### config.mk
export PLATFORM = sky130hd
export DESIGN_NAME = pc_sequencer
export DESIGN_NICKNAME = d
export VERILOG_FILES = /design/src/rtl/pcs_pkg.sv /design/src/rtl/pcs_phase_gen.sv /design/src/rtl/pcs_next_sel.sv /design/src/rtl/pc_sequencer.sv
export SDC_FILE = /design/constraint.sdc
export NUM_CORES = 1
export LEC_CHECK = 0
export ABC_AREA = 0
export BUFFER_PORTS_ARGS = -buffer_cell sky130_fd_sc_hd__buf_2
export CAP_MARGIN = 20
export CORE_UTILIZATION = 45
export DETAILED_ROUTE_END_ITERATION = 12
export GPL_ROUTABILITY_DRIVEN = 0
export HOLD_SLACK_MARGIN = 0.02
export PLACE_DENSITY = 0.81
export SLEW_MARGIN = 15
export SYNTH_ARGS = -nofsm -noshare
export SYNTH_HDL_FRONTEND = slang
export SYNTH_SLANG_ARGS = --single-unit
### constraint.sdc
create_clock -name clk -period 2.51 [get_ports clk]
set_input_delay 0.3765 -clock clk [delete_from_list [all_inputs] [get_ports clk]]
set_output_delay 0.3765 -clock clk [all_outputs]
set_load 0.005 [all_outputs]
### src/rtl/pcs_pkg.sv
// Package: shared types for the fetch address sequencer.
// Assumes a single source of the next address is chosen per instruction cycle.
package pcs_pkg;
    // Source of the next fetch address, lowest precedence first
    typedef enum logic [2:0] {
        SRC_SEQ  = 3'd0,
        SRC_SKIP = 3'd1,
        SRC_PCL  = 3'd2,
        SRC_JMP  = 3'd3,
        SRC_RET  = 3'd4,
        SRC_IRQ  = 3'd5
    } src_e;
endpackage

### src/rtl/pcs_phase_gen.sv
// Module: pcs_phase_gen
// Divides the system clock into PHASES one-hot strobes and flags the last one.
// Assumes a synchronous active-low reset that returns the counter to phase 0.
module pcs_phase_gen #(
    parameter int PHASES = 4
) (
    input  logic              clk,
    input  logic              rst_n,
    output logic [PHASES-1:0] phase,
    output logic              cyc_end
);
    localparam int PH_W = (PHASES > 1) ? $clog2(PHASES) : 1;
    localparam logic [PH_W-1:0] LAST = PH_W'(PHASES - 1);

    logic [PH_W-1:0] cnt;

    // Advance the phase counter, wrapping after the last phase
    always_ff @(posedge clk) begin
        if (!rst_n)
            cnt <= '0;
        else if (cnt == LAST)
            cnt <= '0;
        else
            cnt <= cnt + PH_W'(1);
    end

    // Decode one strobe per phase
    for (genvar i = 0; i < PHASES; i++) begin : g_strobe
        assign phase[i] = (cnt == PH_W'(i));
    end

    assign cyc_end = (cnt == LAST);
endmodule

### src/rtl/pcs_next_sel.sv
// Module: pcs_next_sel
// Chooses the next fetch address from the pending requests by fixed precedence.
// Assumes the caller applies the result only at a cycle end outside a flush cycle.
module pcs_next_sel
    import pcs_pkg::*;
#(
    parameter int PC_W   = 12,
    parameter int PAGE_W = 8
) (
    input  logic [PC_W-1:0]   pc,
    input  logic              irq_req,
    input  logic [PC_W-1:0]   irq_vec,
    input  logic              ret_req,
    input  logic [PC_W-1:0]   ret_addr,
    input  logic              jmp_req,
    input  logic [PC_W-1:0]   jmp_tgt,
    input  logic              pcl_wr,
    input  logic [PAGE_W-1:0] pcl_data,
    input  logic              skip_req,
    output src_e              src,
    output logic [PC_W-1:0]   next_pc
);
    logic [PC_W-1:0] pc_inc;
    logic [PC_W-1:0] pc_page;

    assign pc_inc  = pc + PC_W'(1);
    assign pc_page = {pc[PC_W-1:PAGE_W], pcl_data};

    // Pick the winning request, highest precedence first
    always_comb begin
        if (irq_req)       src = SRC_IRQ;
        else if (ret_req)  src = SRC_RET;
        else if (jmp_req)  src = SRC_JMP;
        else if (pcl_wr)   src = SRC_PCL;
        else if (skip_req) src = SRC_SKIP;
        else               src = SRC_SEQ;
    end

    // Form the address that belongs to the chosen source
    always_comb begin
        unique case (src)
            SRC_IRQ: next_pc = irq_vec;
            SRC_RET: next_pc = ret_addr;
            SRC_JMP: next_pc = jmp_tgt;
            SRC_PCL: next_pc = pc_page;
            default: next_pc = pc_inc;
        endcase
    end
endmodule

### src/rtl/pc_sequencer.sv
// Module: pc_sequencer (top)
// Holds the program counter and the dummy-cycle flag of a two-stage fetch/execute
// pipeline. Updates once per instruction cycle, at the end of its last phase.
// Assumes the execute stage holds its requests stable through the last phase.
module pc_sequencer
    import pcs_pkg::*;
#(
    parameter int PC_W   = 12,
    parameter int PAGE_W = 8,
    parameter int PHASES = 4
) (
    input  logic              clk,
    input  logic              rst_n,
    input  logic              jmp_req,
    input  logic [PC_W-1:0]   jmp_tgt,
    input  logic              ret_req,
    input  logic [PC_W-1:0]   ret_addr,
    input  logic              irq_req,
    input  logic [PC_W-1:0]   irq_vec,
    input  logic              pcl_wr,
    input  logic [PAGE_W-1:0] pcl_data,
    input  logic              skip_req,
    output logic [PHASES-1:0] phase_o,
    output logic [PC_W-1:0]   fetch_addr_o,
    output logic              flush_o,
    output logic [PAGE_W-1:0] pcl_rd_o
);
    logic            cyc_end;
    logic [PC_W-1:0] pc_q;
    logic            flush_q;
    logic [PC_W-1:0] next_pc;
    src_e            src;

    pcs_phase_gen #(.PHASES(PHASES)) u_phase (
        .clk     (clk),
        .rst_n   (rst_n),
        .phase   (phase_o),
        .cyc_end (cyc_end)
    );

    pcs_next_sel #(.PC_W(PC_W), .PAGE_W(PAGE_W)) u_sel (
        .pc       (pc_q),
        .irq_req  (irq_req),
        .irq_vec  (irq_vec),
        .ret_req  (ret_req),
        .ret_addr (ret_addr),
        .jmp_req  (jmp_req),
        .jmp_tgt  (jmp_tgt),
        .pcl_wr   (pcl_wr),
        .pcl_data (pcl_data),
        .skip_req (skip_req),
        .src      (src),
        .next_pc  (next_pc)
    );

    // Update the counter and dummy-cycle flag at each instruction cycle boundary
    always_ff @(posedge clk) begin
        if (!rst_n) begin
            pc_q    <= '0;
            flush_q <= 1'b1;
        end else if (cyc_end) begin
            if (flush_q) begin
                pc_q    <= pc_q + PC_W'(1);
                flush_q <= 1'b0;
            end else begin
                pc_q    <= next_pc;
                flush_q <= (src != SRC_SEQ);
            end
        end
    end

    assign fetch_addr_o = pc_q;
    assign flush_o      = flush_q;
    assign pcl_rd_o     = pc_q[PAGE_W-1:0];
endmodule

Word-level counts from Yosys, hierarchy flattened. Cells that the tools add are included.

Bits of input ports: 51. Register bits: 15.

Equality and inequality tests: 8. Add/subtract/negate cells: 2. Mux-type cells: 8. Bitwise gates (word level): 1. Reductions and logical operators: 4.

Operators by type and width (number): $pmux W12 S4 (1); $add A12 B1 Y12 const B (1); $mux W12 (1); $mux W3 (4); $eq A3 B2 Y1 const B (2); $eq A3 B3 Y1 const B (2); $eq A2 B2 Y1 const B (2); $reduce_bool A3 Y1 (1); $add A2 B1 Y2 const B (1); $eq A2 B1 Y1 const B (1); $logic_not A2 Y1 (1); $mux W1 (2); $ne A2 B2 Y1 const B (1); $reduce_and A2 Y1 (1); $reduce_or A2 Y1 (1); $not A1 Y1 (1).

Logic depth before layout (Yosys ltp). Gate-level depths: netlist (run 1).

Depth after elaboration: 8. Gate-level depth with buffers: 6. Depth with buffers taken out: 5.

By module. Synthesis (run 1) repeated with hierarchy kept, for this count alone.

Cell total of the unflattened synthesis: 223. Area total of the unflattened synthesis: 1709.1 um2.

Modules (own cells, without submodules): pc_sequencer (times used 1, area an instance 868.3 um2, cells an instance 108, sequential area each 260.2 um2); pcs_next_sel (times used 1, area an instance 714.4 um2, cells an instance 104, sequential area each 0.0 um2); pcs_phase_gen (times used 1, area an instance 126.4 um2, cells an instance 11, sequential area each 40.0 um2).

Least setup slack after synthesis (run 1). No wires, ideal clock.

Kind: input -> register. Start point: in jmp_req. End point: reg pc_q[10], in the netlist fetch_addr_o[10]. Data required time: 2391 ps. Path buffers: 1. Slack: 622 ps. Library setup time: 119 ps. Data arrival time: 1770 ps. Stages on the path: 5. Path through: buf_2 > nor4_4 > or2_2 > mux2_2 > o221a_2.

Cells in the longest elaborated chain, start to end: 6.

RTL lines: from (decl) (RTL line pc_sequencer.sv:14) `input logic jmp_req,`; $mux W3 (*) (RTL line pcs_next_sel.sv:33) `else if (jmp_req) src = SRC_JMP;`; $mux W3 (*) (RTL line pcs_next_sel.sv:32) `else if (ret_req) src = SRC_RET;`; $mux W3 (*) (RTL line pcs_next_sel.sv:31) `if (irq_req) src = SRC_IRQ;`; $eq A3 B2 Y1 or $eq A3 B3 Y1 (tied branches) (RTL line pcs_next_sel.sv:41) `unique case (src)`; $pmux W12 S4 or $ne A2 B2 Y1 (tied branches); $mux W12 or $reduce_and A2 Y1 (tied branches); to (signal assigned) (RTL line pc_sequencer.sv:63) `pc_q <= pc_q + PC_W'(1);`; to (signal assigned) (RTL line pc_sequencer.sv:66) `pc_q <= next_pc;`; to (decl) (RTL line pc_sequencer.sv:29) `logic [PC_W-1:0] pc_q;`.

Mark *: on every way between the ends. The rest lies on a longest branch, timed or not. A chain may end at the register's enable or synchronous reset.

Worst setup path after layout (run 1).
Start point: reg pc_q[0], in the netlist fetch_addr_o[0]. End point: reg pc_q[8], in the netlist fetch_addr_o[8].

Cells in the longest elaborated chain, start to end: 3.

RTL lines: $add A12 B1 Y12 (*) (RTL line pcs_next_sel.sv:26, pc_sequencer.sv:63); $pmux W12 S4 (RTL line pcs_next_sel.sv:41); $mux W12 (*) (RTL line pc_sequencer.sv:62) `if (flush_q) begin`.

Marks and branches as above.

==> qor.tcl, run 1 <==
set qor(worst_setup_path_start_kind) {flip-flop}
set qor(critPathKind) {flip-flop to flip-flop}
set qor(wire_per_inst_um) 13.5
set qor(ff2ff_setup_slack_ns) 0.75
set qor(cts_buffers) 3
set qor(dp_hpwl_um) 2970
set qor(post_layout_net_count) 303
set qor(fin_ws_ns) 0.749
set qor(avgViaCountPerCell) 5.79
set qor(netlist_instances) 182
set qor(drive_gt1_share_pct) 37.0
set qor(total_of_hold_buffers_inserted_after_clock_tree_synthesis) 0
set qor(grt_use_total_pct) 23.7
set qor(dp_slack_ns) 0.668
set qor(cts_tree) {yes}
set qor(post_synth_net_total) 238
set qor(timing.critical_path.slowest_cell_delay_ns) 0.54
set qor(die_height_um) 57.5
set qor(number_of_buffers_and_inverters_on_the_critical_path) 0
set qor(min_period_over_period_pct) 70.2
set qor(drt_total_wl_um) 3750
set qor(final_setup_fails) 0
set qor(cp.arrival_ns) 1.95
set qor(cap_violations) 0
set qor(first_pass_grt_wire_length_um) 6140
set qor(drt.antenna.violating_nets) 0
set qor(ys_top_cells_by_area) {dfxtp_1 22%, a21oi_1 6.1%, buf_4 5.4%}
set qor(postSynthAreaPerCell_um2) 7.62
set qor(clk_path_buf_depth) 2
set qor(remaining_drc_errors) 4
set qor(detail_route.first_pass.iterations) 10
set qor(area.growth.synth_to_final_pct) 25.5
set qor(clk-insertion-delay-late_ns) 0.29
set qor(cts.htree.levels) 1
set qor(final_hold_viol_count) 0
set qor(gr-total-overflow) 0
set qor(floorplan.die.width_um) 57.5
set qor(ys_seq_area_share_pct) 21.7
set qor(die-area_um2) 3310
set qor(io_pins) 76
set qor(netlist_area_before_placement_um2) 1390
set qor(leakage_nw) 0.777
set qor(relative_slew_margins_pct) 69.3
set qor(rsz0062_at_grt) {no}
set qor(synthDistinctLibCells) 46
set qor(worstPathMaxFanout) 11
set qor(setup.worst_path.end_class) {flip-flop}
set qor(postCtsSetupBuffers) 0
set qor(clkSlewWorstSetupHoldPaths_ns) 0.09
set qor(resized_after_cts) 0
set qor(cp_cell_sequence) {ha_1 -> nand3_1 -> or3_1 -> a21oi_1 -> o22ai_1}
set qor(final-max-slew-violation-count) 0
set qor(outcome) {complete, but fails checks}
set qor(max_slew.worst_pin.slew_ns) 0.460
set qor(final_min_period_ns) 1.76
set qor(ys_seq_elements) 15
set qor(insertedDiodeCount) 0
set qor(portBuffers) 75
set qor(tritoncts_num_sinks) 15
set qor(worst_skew_ns) 0.00801
set qor(critPathRequiredTime_ns) 2.70
set qor(pin_count_of_the_biggest_net_entering_global_routing) 26
set qor(cts.root.buffer_cell) {clkbuf_4}
set qor(post_synth_top_area_cell) {dfxtp_1}
set qor(floorplan.core_area_um2) 2830
set qor(timing.setup.tns_ns) 0
set qor(initial_core_util_pct) 49.0
set qor(failing_checks) {design-rule violations}
set qor(yosys.area.top_type_share_pct) 21.7
set qor(critical-path-top-delay-family) {simple AND/OR/NAND/NOR gates}
set qor(grt_antenna_before_repair) 0
set qor(most-common-layout-cells) {75 x buf_2, 19 x nand2_1, 17 x a21oi_1}
set qor(yosys_warnings) 0
set qor(cellPowerDensity_nw_per_um2) 342
set qor(hold_class) {input pin to flip-flop}
set qor(dr_vias) 1605
set qor(number_of_global_route_vias_before_repair) 1407
set qor(clock.fmax_mhz) 568
set qor(max-vdd-ir-drop_mv) 0.278
set qor(num_rows) 19
set qor(layout.filler_cells) 276
set qor(layout_commonest_cell) {buf_2}
set qor(drtIter0Drc) 57
set qor(cpMaxStageDelayCell) {dfxtp_1}
==> flip-flops by register name, summed over array words and instances (netlist names) <==
signal,flops
u_phase.cnt,2
fetch_addr_o,12
flush_o,1
==> worst register-to-register path: cells and delay by family (launching register included) <==
family                     cells  cell delay (ns)
adders and majority gates      1             0.30
AOI/OAI and AO/OA              2             0.23
and+or+nand+nor                2             0.59
DFF                            1             0.54
==> worst paths after layout <==
check                           cells past startpoint       startpoint               to
worst min register to register                      1   u_phase.cnt[0]   u_phase.cnt[0]
worst max register to register                      5  fetch_addr_o[0]  fetch_addr_o[8]
worst min-delay path                                2            rst_n          flush_o
worst max-delay path                                5  fetch_addr_o[0]  fetch_addr_o[8]
==> layout make-up <==
class / count / area (um^2) / area share [%]
repair buffers: 79 / 405 / 23.3
well taps: 31 / 38.8 / 2.23
clock buffers: 4 / 26.3 / 1.51
flip-flops and latches: 15 / 300 / 17.3
multi-input cells: 140 / 938 / 54.0
inverters: 8 / 30.0 / 1.73
==> power by group <==
group	switching (W)	internal (W)
Clock	0.0000806	0.0000619
Sequential	0.0000245	0.000251
Combinational	0.0000875	0.0000904
==> cells by family after synthesis <==
family	synth area share, %
AND/OR/NAND/NOR	29.4
AO/OA/AOI/OAI	31.5
flip-flops	21.7
multiplexers	2.26
buffers and inverters	10.6
adder cells (fa/ha/maj)	4.51
==> synth_stat cells, drive strengths merged <==
master / count
clkbuf: 7
a21oi: 17
o21a: 1
a211oi: 4
nor2b: 7
and2: 2
and4: 2
nand3: 5
dfxtp: 15
clkinv: 1
a32o: 3
a2bb2oi: 1
a31oi: 3
and3: 1
o211ai: 4
a2111oi: 1
buf: 12
or3: 4
a221oi: 2
nor2: 5
or4: 1
inv: 7
o221a: 2
mux2i: 2
a22oi: 4
o21ai: 9
nand3b: 7
o32a: 1
o22ai: 4
a21o: 1
a21boi: 1
nand2: 19
o21bai: 1
nor4b: 1
or2: 2
nor3: 5
ha: 5
a22o: 4
mux2: 1
o21ba: 1
nand4: 4
nor4: 3
==> stage by stage <==
stage	cells	utilization (%)	cell area, um^2	hold slack, ns	total power (W)
2_1_floorplan	182	-	1390	0.447	0.000386
3_3_place_gp	273	60.5	1710	0.474	0.000453
3_5_place_dp	273	60.5	1710	0.487	0.000459
4_1_cts	277	61.5	1740	0.408	0.000602
5_1_grt	277	61.5	1740	0.426	0.000636
6_report	277	61.5	1740	0.419	0.000596
==> routing by layer <==
| metal | wire length [um] | GRT usage [%] |
|---|---|---|
| met1 | 1640 | 29.4 |
| met2 | 1830 | 42.2 |
| met3 | 251 | 4.76 |
| met4 | 31 | 4.88 |
| met5 | 0 | 0 |
(Power assumes the default switching activity.)
==> inputs of run 2 (changes only) <==
- CORE_UTILIZATION: 45 -> 40
- PLACE_DENSITY: 0.81 -> 0.76
- clock period: 2.51 -> 1.5 ns (I/O delays scaled with it)
==> run 2 against run 1 <==
Effect of this change: the flow now finishes without violations; critical path depth is the same; clock power increased by 74%; routed wire length rose by 8.8%; maximum frequency increased by 25%; via count rose by 8.3%; worst hold slack worse by 0.12 ns; non-clock buffer count grew 28; die area grew 12%; highest routed layer unchanged.
==> qor.tcl, run 2 (synthesis results as in run 1) <==
set qor(outcome) {finished, final reports clean}
set qor(final_setup_fails) 0 ;# unchanged
set qor(cts_buffers) 3 ;# unchanged
set qor(worstHoldEndpoint) {fetch_addr_o[4]}
set qor(worst_setup_path_start_kind) {flip-flop}
set qor(flip_flop_count_of_the_largest_register_after_layout) 12 ;# unchanged
set qor(gr-usage-met3_pct) 3.41 ;# -1.4 points
set qor(sequentialPowerShare_pct) 41.3 ;# -4.9 points
set qor(io_pins) 76 ;# unchanged
set qor(dp_hpwl_um) 3410 ;# +15%
set qor(critPathRequiredTime_ns) 1.68 ;# -1.02 ns
set qor(clkSlewWorstSetupHoldPaths_ns) 0.11 ;# +0.02 ns
set qor(pin_count_of_the_biggest_net_entering_global_routing) 17 ;# -35%
set qor(leakage_nw) 0.937 ;# +21%
set qor(wire_per_inst_um) 12.7 ;# -5.8%
set qor(critPathKind) {flip-flop to flip-flop}
set qor(cts.htree.levels) 1 ;# unchanged
set qor(startpoint_of_the_worst_slack_reg_to_reg_timing_path) {fetch_addr_o[1]}
set qor(drt.antenna.violating_nets) 0 ;# unchanged
set qor(cellPowerDensity_nw_per_um2) 537 ;# +57%
set qor(portBuffers) 75 ;# unchanged
set qor(fin_hold_ws_ns) 0.303 ;# -0.117 ns
set qor(floorplan.core_area_um2) 3340 ;# +18%
set qor(hold_class) {input pin to flip-flop}
set qor(gr-total-overflow) 0 ;# unchanged
set qor(worst_skew_ns) 0.0130 ;# +0.00502 ns
set qor(initial_core_util_pct) 41.5 ;# -7.5 points
set qor(drt_total_wl_um) 4080 ;# +8.8%
set qor(internal-power_w) 0.000723 ;# +79%
set qor(first_pass_grt_wire_length_um) 6620 ;# +7.8%
set qor(die-area_um2) 3710 ;# +12%
set qor(remaining_drc_errors) 0 ;# -4
set qor(detail_route.first_pass.iterations) 4 ;# -6
set qor(area.growth.synth_to_final_pct) 44.4
set qor(gr-usage-met2_pct) 41.0 ;# -1.2 points
set qor(setup.worst_path.end_class) {flip-flop}
set qor(pwr-share-clk_pct) 23.2 ;# -0.7 points
set qor(min_period_over_period_pct) 93.9 ;# +24 points
set qor(switching_share_pct) 32.7 ;# +0.34 points
set qor(final-max-slew-violation-count) 0 ;# unchanged
set qor(clk_path_buf_depth) 2 ;# unchanged
set qor(rsz0062_at_grt) {no}
set qor(ff2ff_setup_slack_ns) 0.09 ;# -0.66 ns
set qor(max_slew.worst_pin.slew_ns) 0.399 ;# -0.0613 ns
set qor(clock.fmax_mhz) 710 ;# +25%
set qor(insertedDiodeCount) 0 ;# unchanged
set qor(tritoncts_num_sinks) 15 ;# unchanged
set qor(final_hold_viol_count) 0 ;# unchanged
set qor(post_layout_net_count) 331 ;# +9.2%
set qor(grt_use_met1_pct) 31.1 ;# +1.7 points
set qor(hp-start) {rst_n}
set qor(gr-max-usage-layer) {met2}
set qor(avgViaCountPerCell) 5.43 ;# -6.2%
set qor(most-common-layout-cells) {75 x buf_2, 32 x buf_4, 19 x nand2_1}
set qor(cap_violations) 0 ;# unchanged
set qor(max-vdd-ir-drop_mv) 0.270 ;# -3.0%
set qor(cts.root.buffer_cell) {clkbuf_4}
set qor(timing.setup.tns_ns) 0 ;# unchanged
set qor(p_comb_share_pct) 35.5 ;# +5.6 points
set qor(numPlacedInstances) 316 ;# +16%
set qor(post-route-util_pct) 60.0 ;# -1.5 points
set qor(die_height_um) 60.9 ;# +5.9%
set qor(worstPathMaxFanout) 4 ;# -7
set qor(layout_commonest_cell) {buf_2}
set qor(grt_use_total_pct) 23.8 ;# +0.088 points
set qor(num_rows) 21 ;# +2
set qor(grt_antenna_before_repair) 0 ;# unchanged
set qor(cp.arrival_ns) 1.59 ;# -0.36 ns
set qor(switching_power_of_the_nets_w) 0.000351 ;# +82%
set qor(drtIter0Drc) 77 ;# +35%
set qor(final_min_period_ns) 1.41 ;# -0.353 ns
set qor(regToRegEndpoint) {fetch_addr_o[8]}
set qor(holdPathStages) 3 ;# +1
set qor(clk-insertion-delay-late_ns) 0.30 ;# about the same
set qor(cts_tree) {yes}
set qor(worstRegToRegCells) 5 ;# unchanged
set qor(finish.instance_area_um2) 2000 ;# +15%
set qor(drive_gt1_share_pct) 46.0 ;# +9.0 points
set qor(layoutNonFillerInstCount) 320 ;# +16%
set qor(place_area_um2) 1960 ;# +14%
set qor(dr_vias) 1739 ;# +8.3%
set qor(number_of_global_route_vias_before_repair) 1543 ;# +9.7%
set qor(floorplan.die.width_um) 60.9 ;# +5.9%
set qor(relative_slew_margins_pct) 73.3 ;# +4.0 points
## run 2: power groups by stage
stage	Clock, W	Sequential [W]	Combinational [W]
floorplan	0	0.000459	0.000190
global placement	0	0.000451	0.000370
detailed placement	0	0.000451	0.000379
CTS	0.000254	0.000442	0.000380
global route	0.000274	0.000448	0.000425
finish	0.000249	0.000443	0.000381
## run 2: worst max-delay path by stage
stage / start / end / slack, ns / depth (start not counted)
after floorplan: irq_req / fetch_addr_o[10] / -0.18 / 5
after global placement: irq_req / fetch_addr_o[3] / -0.02 / 6
after detailed placement: irq_req / fetch_addr_o[3] / -0.08 / 6
after CTS: u_phase.cnt[0] / fetch_addr_o[9] / 0.02 / 5
after global routing: fetch_addr_o[0] / fetch_addr_o[6] / 0.007 / 5
final: fetch_addr_o[1] / fetch_addr_o[8] / 0.09 / 5
## run 2: timing repair
action                                 CTS  global route
hold buffers                             0             0
gates resized for setup                  0             6
setup endpoints to repair                0             8
setup buffers                            0             0
endpoints found under the hold margin    0             0
## run 2: through the flow
stage / total power [W] / setup slack [ns]
floorplan: 0.000649 / -0.184
global placement: 0.000821 / -0.0196
detailed placement: 0.000831 / -0.0821
CTS: 0.00108 / 0.0152
global route: 0.00115 / 0.00741
finish: 0.00107 / 0.0916
## run 2: layout make-up
class / count / area, um^2
fill: 321 / 1340
clock inverter: 1 / 7.51
tap: 46 / 57.6
timing repair buffer: 107 / 616
inverter: 8 / 30.0
clock buffer: 3 / 22.5
sequential: 15 / 304
multi-input combinational: 140 / 965
## run 2: layer usage
metal	up-vias	wire length (um)
met4	0	36
met5	-	0
li1	863	-
met2	80	1960
met3	4	287
met1	792	1790
## run 2: worst max-delay path: stages, from the launching register on
cell	delay [ns]
dfxtp_1	0.36
ha_1	0.17
nand3_1	0.14
or3_1	0.38
a21oi_1	0.17
o22ai_1	0.08
==> inputs of run 3 (changes only) <==
- CORE_UTILIZATION: 40 -> 43
- PLACE_DENSITY: 0.76 -> 0.77
- SYNTH_HIERARCHICAL: unset -> 1
==> run 3 against run 2 <==
Effect of this change: the run now ends with negative setup slack left; total power increased by 14%; clock-buffer cell count increased by 1; design area increased by 27%; utilization increased by 7.8 points; worst hold slack got worse by 0.058 ns; critical path type unchanged; critical endpoint is now fetch_addr_o[10]; largest power group is now combinational cells; highest routed layer unchanged.
==> qor.tcl, run 3 <==
set qor(netlist_instances) 223 ;# +23%
set qor(wire_per_inst_um) 14.2 ;# +11%
set qor(clkSlewWorstSetupHoldPaths_ns) 0.06 ;# -0.05 ns
set qor(drive_gt1_share_pct) 52.1 ;# +6.1 points
set qor(area.growth.synth_to_final_pct) 48.5
set qor(total_of_hold_buffers_inserted_after_clock_tree_synthesis) 0 ;# unchanged
set qor(numPlacedInstances) 372 ;# +18%
set qor(ys_seq_elements) 15 ;# unchanged
set qor(synth_enable_flop_cells) 0 ;# unchanged
set qor(crit_end) {fetch_addr_o[10]}
set qor(setup.worst_path.end_class) {flip-flop}
set qor(synth_flop_cell) {dfxtp_1}
set qor(post_layout_net_count) 388 ;# +17%
set qor(dp_hpwl_um) 4000 ;# +17%
set qor(most-common-layout-cells) {75 x buf_2, 46 x buf_4, 21 x nand2_1}
set qor(cp.arrival_ns) 1.80 ;# +0.21 ns
set qor(clk_path_buf_depth) 2 ;# unchanged
set qor(io_pins) 76 ;# unchanged
set qor(timing.critical_path.slowest_cell_delay_ns) 0.37 ;# about the same
set qor(final_setup_fails) 8 ;# +8
set qor(insertedDiodeCount) 0 ;# unchanged
set qor(floorplan.die.width_um) 65.0 ;# +6.9%
set qor(number_of_global_route_vias_before_repair) 1949 ;# +26%
set qor(power.total_w) 0.00122 ;# +14%
set qor(post_synth_net_total) 280 ;# +18%
set qor(routed-wl-met2_um) 2500 ;# +27%
set qor(floorplan.core_area_um2) 3740 ;# +12%
set qor(yosys.area.top_type_share_pct) 17.6 ;# -4.1 points
set qor(tritoncts_num_sinks) 15 ;# unchanged
set qor(cpMaxStageDelayCell) {dfxtp_4}
set qor(critPathKind) {flip-flop to flip-flop}
set qor(cts.root.buffer_cell) {clkbuf_8}
set qor(grt_use_total_pct) 26.6 ;# +2.8 points
set qor(avgViaCountPerCell) 5.61 ;# +3.3%
set qor(remaining_drc_errors) 0 ;# unchanged
set qor(ff2ff_setup_slack_ns) -0.14 ;# -0.24 ns
set qor(rsz0062_at_grt) {yes}
set qor(ys_async_sr_fraction_pct) 0 ;# unchanged
set qor(portBuffers) 75 ;# unchanged
set qor(p_comb_share_pct) 36.3 ;# +0.8 points
set qor(synth_most_common_cell) {nand2_1}
set qor(grt_antenna_before_repair) 0 ;# unchanged
set qor(startpoint_of_the_worst_slack_reg_to_reg_timing_path) {fetch_addr_o[0]}
set qor(switching_share_pct) 32.4 ;# -0.28 points
set qor(die-area_um2) 4230 ;# +14%
set qor(worst_setup_path_start_kind) {flip-flop}
set qor(cp_cell_sequence) {buf_4 -> ha_2 -> nand3_1 -> o311ai_1 -> o41a_1 -> a21oi_2}
set qor(fin_ws_ns) -0.144 ;# -0.236 ns
set qor(gr-total-overflow) 0 ;# unchanged
set qor(clk-insertion-delay-late_ns) 0.26 ;# -0.04 ns
set qor(synthDistinctLibCells) 67 ;# +46%
set qor(worst_skew_ns) 0.00109 ;# -0.0119 ns
set qor(yosys_warnings) 6 ;# +6
set qor(place_area_um2) 2400 ;# +23%
set qor(worstRegToRegCells) 6 ;# +1
set qor(postSynthAreaPerCell_um2) 7.66 ;# +0.62%
set qor(netlist_area_before_placement_um2) 1710 ;# +23%
set qor(detail_route.first_pass.iterations) 5 ;# +1
set qor(max_slew.worst_pin.slew_ns) 0.428 ;# +0.0293 ns
set qor(setup.worst_path.start) {fetch_addr_o[0]}
set qor(critPathRequiredTime_ns) 1.65 ;# -0.03 ns
set qor(pwr-share-clk_pct) 28.5 ;# +5.3 points
set qor(final-max-slew-violation-count) 0 ;# unchanged
set qor(failing_checks) {negative setup slack}
set qor(finish.instance_area_um2) 2540 ;# +27%
set qor(worstPathMaxFanout) 9 ;# +5
set qor(relative_slew_margins_pct) 71.3 ;# -2.0 points
set qor(internal-power_w) 0.000827 ;# +14%
set qor(flip_flop_count_of_the_largest_register_after_layout) 12 ;# unchanged
set qor(layout_commonest_cell) {buf_2}
set qor(clock.fmax_mhz) 608 ;# -14%
set qor(die_height_um) 65.0 ;# +6.9%
set qor(layoutNonFillerInstCount) 378 ;# +18%
set qor(pin_count_of_the_biggest_net_entering_global_routing) 17 ;# unchanged
set qor(maxUsedRoutingLayer) {met4}
set qor(dr_vias) 2122 ;# +22%
set qor(hold_class) {input pin to flip-flop}
set qor(ys_seq_area_share_pct) 17.6 ;# -4.1 points
set qor(cts.htree.levels) 1 ;# unchanged
set qor(drtIter0Drc) 132 ;# +71%
set qor(regToRegEndpoint) {fetch_addr_o[10]}
set qor(switching_power_of_the_nets_w) 0.000396 ;# +13%
set qor(cts_buffers) 3 ;# unchanged
set qor(post_synth_top_area_cell) {dfxtp_1}
set qor(cap_violations) 0 ;# unchanged
set qor(final_min_period_ns) 1.64 ;# +0.236 ns
set qor(ys_top_cells_by_area) {dfxtp_1 18%, buf_4 5.3%, a22oi_1 4.8%}
set qor(max-vdd-ir-drop_mv) 0.240 ;# -11%
set qor(post_synth_most_frequent_cells) {22 x nand2_1, 15 x dfxtp_1, 12 x a21oi_1, 12 x buf_4, 12 x o21ai_0}
set qor(sequentialPowerShare_pct) 35.3 ;# -6.0 points
set qor(routedLengthMet1_um) 2370 ;# +32%
set qor(num_rows) 22 ;# +4.8%
set qor(met3RoutedLength_um) 390 ;# +36%
set qor(cellPowerDensity_nw_per_um2) 482 ;# -10%
set qor(drt_total_wl_um) 5360 ;# +32%
set qor(final_hold_viol_count) 0 ;# unchanged
set qor(first_pass_grt_wire_length_um) 8850 ;# +34%
set qor(cts_tree) {yes}
set qor(outcome) {complete, but fails checks}
set qor(drt.antenna.violating_nets) 0 ;# unchanged
set qor(initial_core_util_pct) 45.7 ;# +4.1 points
set qor(min_period_over_period_pct) 110 ;# +16 points
set qor(leakage_nw) 1.16 ;# +24%
-- run 3: changes by cell type after synthesis, sizes merged, moves of 5 or more --
cell and change:
inv +5, a22oi +7, nand3b -6, nand3 +5
nor2 +6, xnor2 +7
-- run 3: power groups by stage --
stage          logic [W]  clock network [W]  registers, W
2_1_floorplan   0.000234                  0      0.000450
3_3_place_gp    0.000419                  0      0.000437
3_5_place_dp    0.000424                  0      0.000439
4_1_cts         0.000428           0.000351      0.000431
5_1_grt         0.000491           0.000369      0.000434
6_report        0.000443           0.000348      0.000431
-- run 3: final cells by class --
cell class | instances | area [um^2]
clock buffers | 4 | 45.0
fillers | 319 | 1210
inverters | 13 | 48.8
multi-input cells | 173 | 1290
flip-flops and latches | 15 | 329
well taps | 48 | 60.1
repair buffers | 125 | 766
-- run 3: routing by layer --
layer  GRT usage [%]  vias to the layer above
li1                -                     1035
met1            35.4                      968
met2            43.6                      108
met3            1.76                       11
met4            12.2                        0
met5               0                        -
-- run 3: cells by family (layout without fill, tap and decap cells) --
kind of cell / after synthesis / in the layout / synth area share, %
AOI/OAI and AO/OA: 72 / 72 / 30.8
xor gates and xnor gates: 9 / 9 / 4.61
muxes: 4 / 4 / 2.34
adders and majority gates: 6 / 6 / 4.39
buffers and inverters: 35 / 142 / 12.0
and+or+nand+nor: 82 / 82 / 28.3
DFF: 15 / 15 / 17.6
-- run 3: critical path, delay by kind of cell (launching register included) --
family                   cells  cell delay [ns]
flip-flops                   1             0.37
buffers and inverters        1             0.16
adder cells (fa/ha/maj)      1             0.21
AND/OR/NAND/NOR              1             0.12
AO/OA/AOI/OAI                3             0.68
-- run 3: worst min-delay path by stage --
stage | slack [ns] | startpoint | cells after the start | to
2_1_floorplan | 0.32 | rst_n | 1 | flush_o
3_3_place_gp | 0.51 | rst_n | 2 | flush_o
5_1_grt | 0.26 | rst_n | 2 | flush_o
6_report | 0.25 | rst_n | 2 | flush_o
3_5_place_dp | 0.51 | rst_n | 2 | flush_o
4_1_cts | 0.24 | rst_n | 2 | flush_o
-- run 3: timing repair --
action,in CTS,in global routing
pin swaps,7,11
setup buffers,0,2
setup endpoints to repair,6,9
gates resized for setup,7,12
-- run 3: stage by stage --
step	TNS [ns]	utilization (%)	hold slack (ns)	worst slack, ns
final	-0.610	67.8	0.245	-0.144
after global routing	-1.22	67.8	0.258	-0.197
after CTS	-0.314	66.3	0.243	-0.124
after detailed placement	-0.975	64.2	0.509	-0.158
after global placement	-0.835	64.2	0.514	-0.153
after floorplan	-0.0824	-	0.324	-0.0824
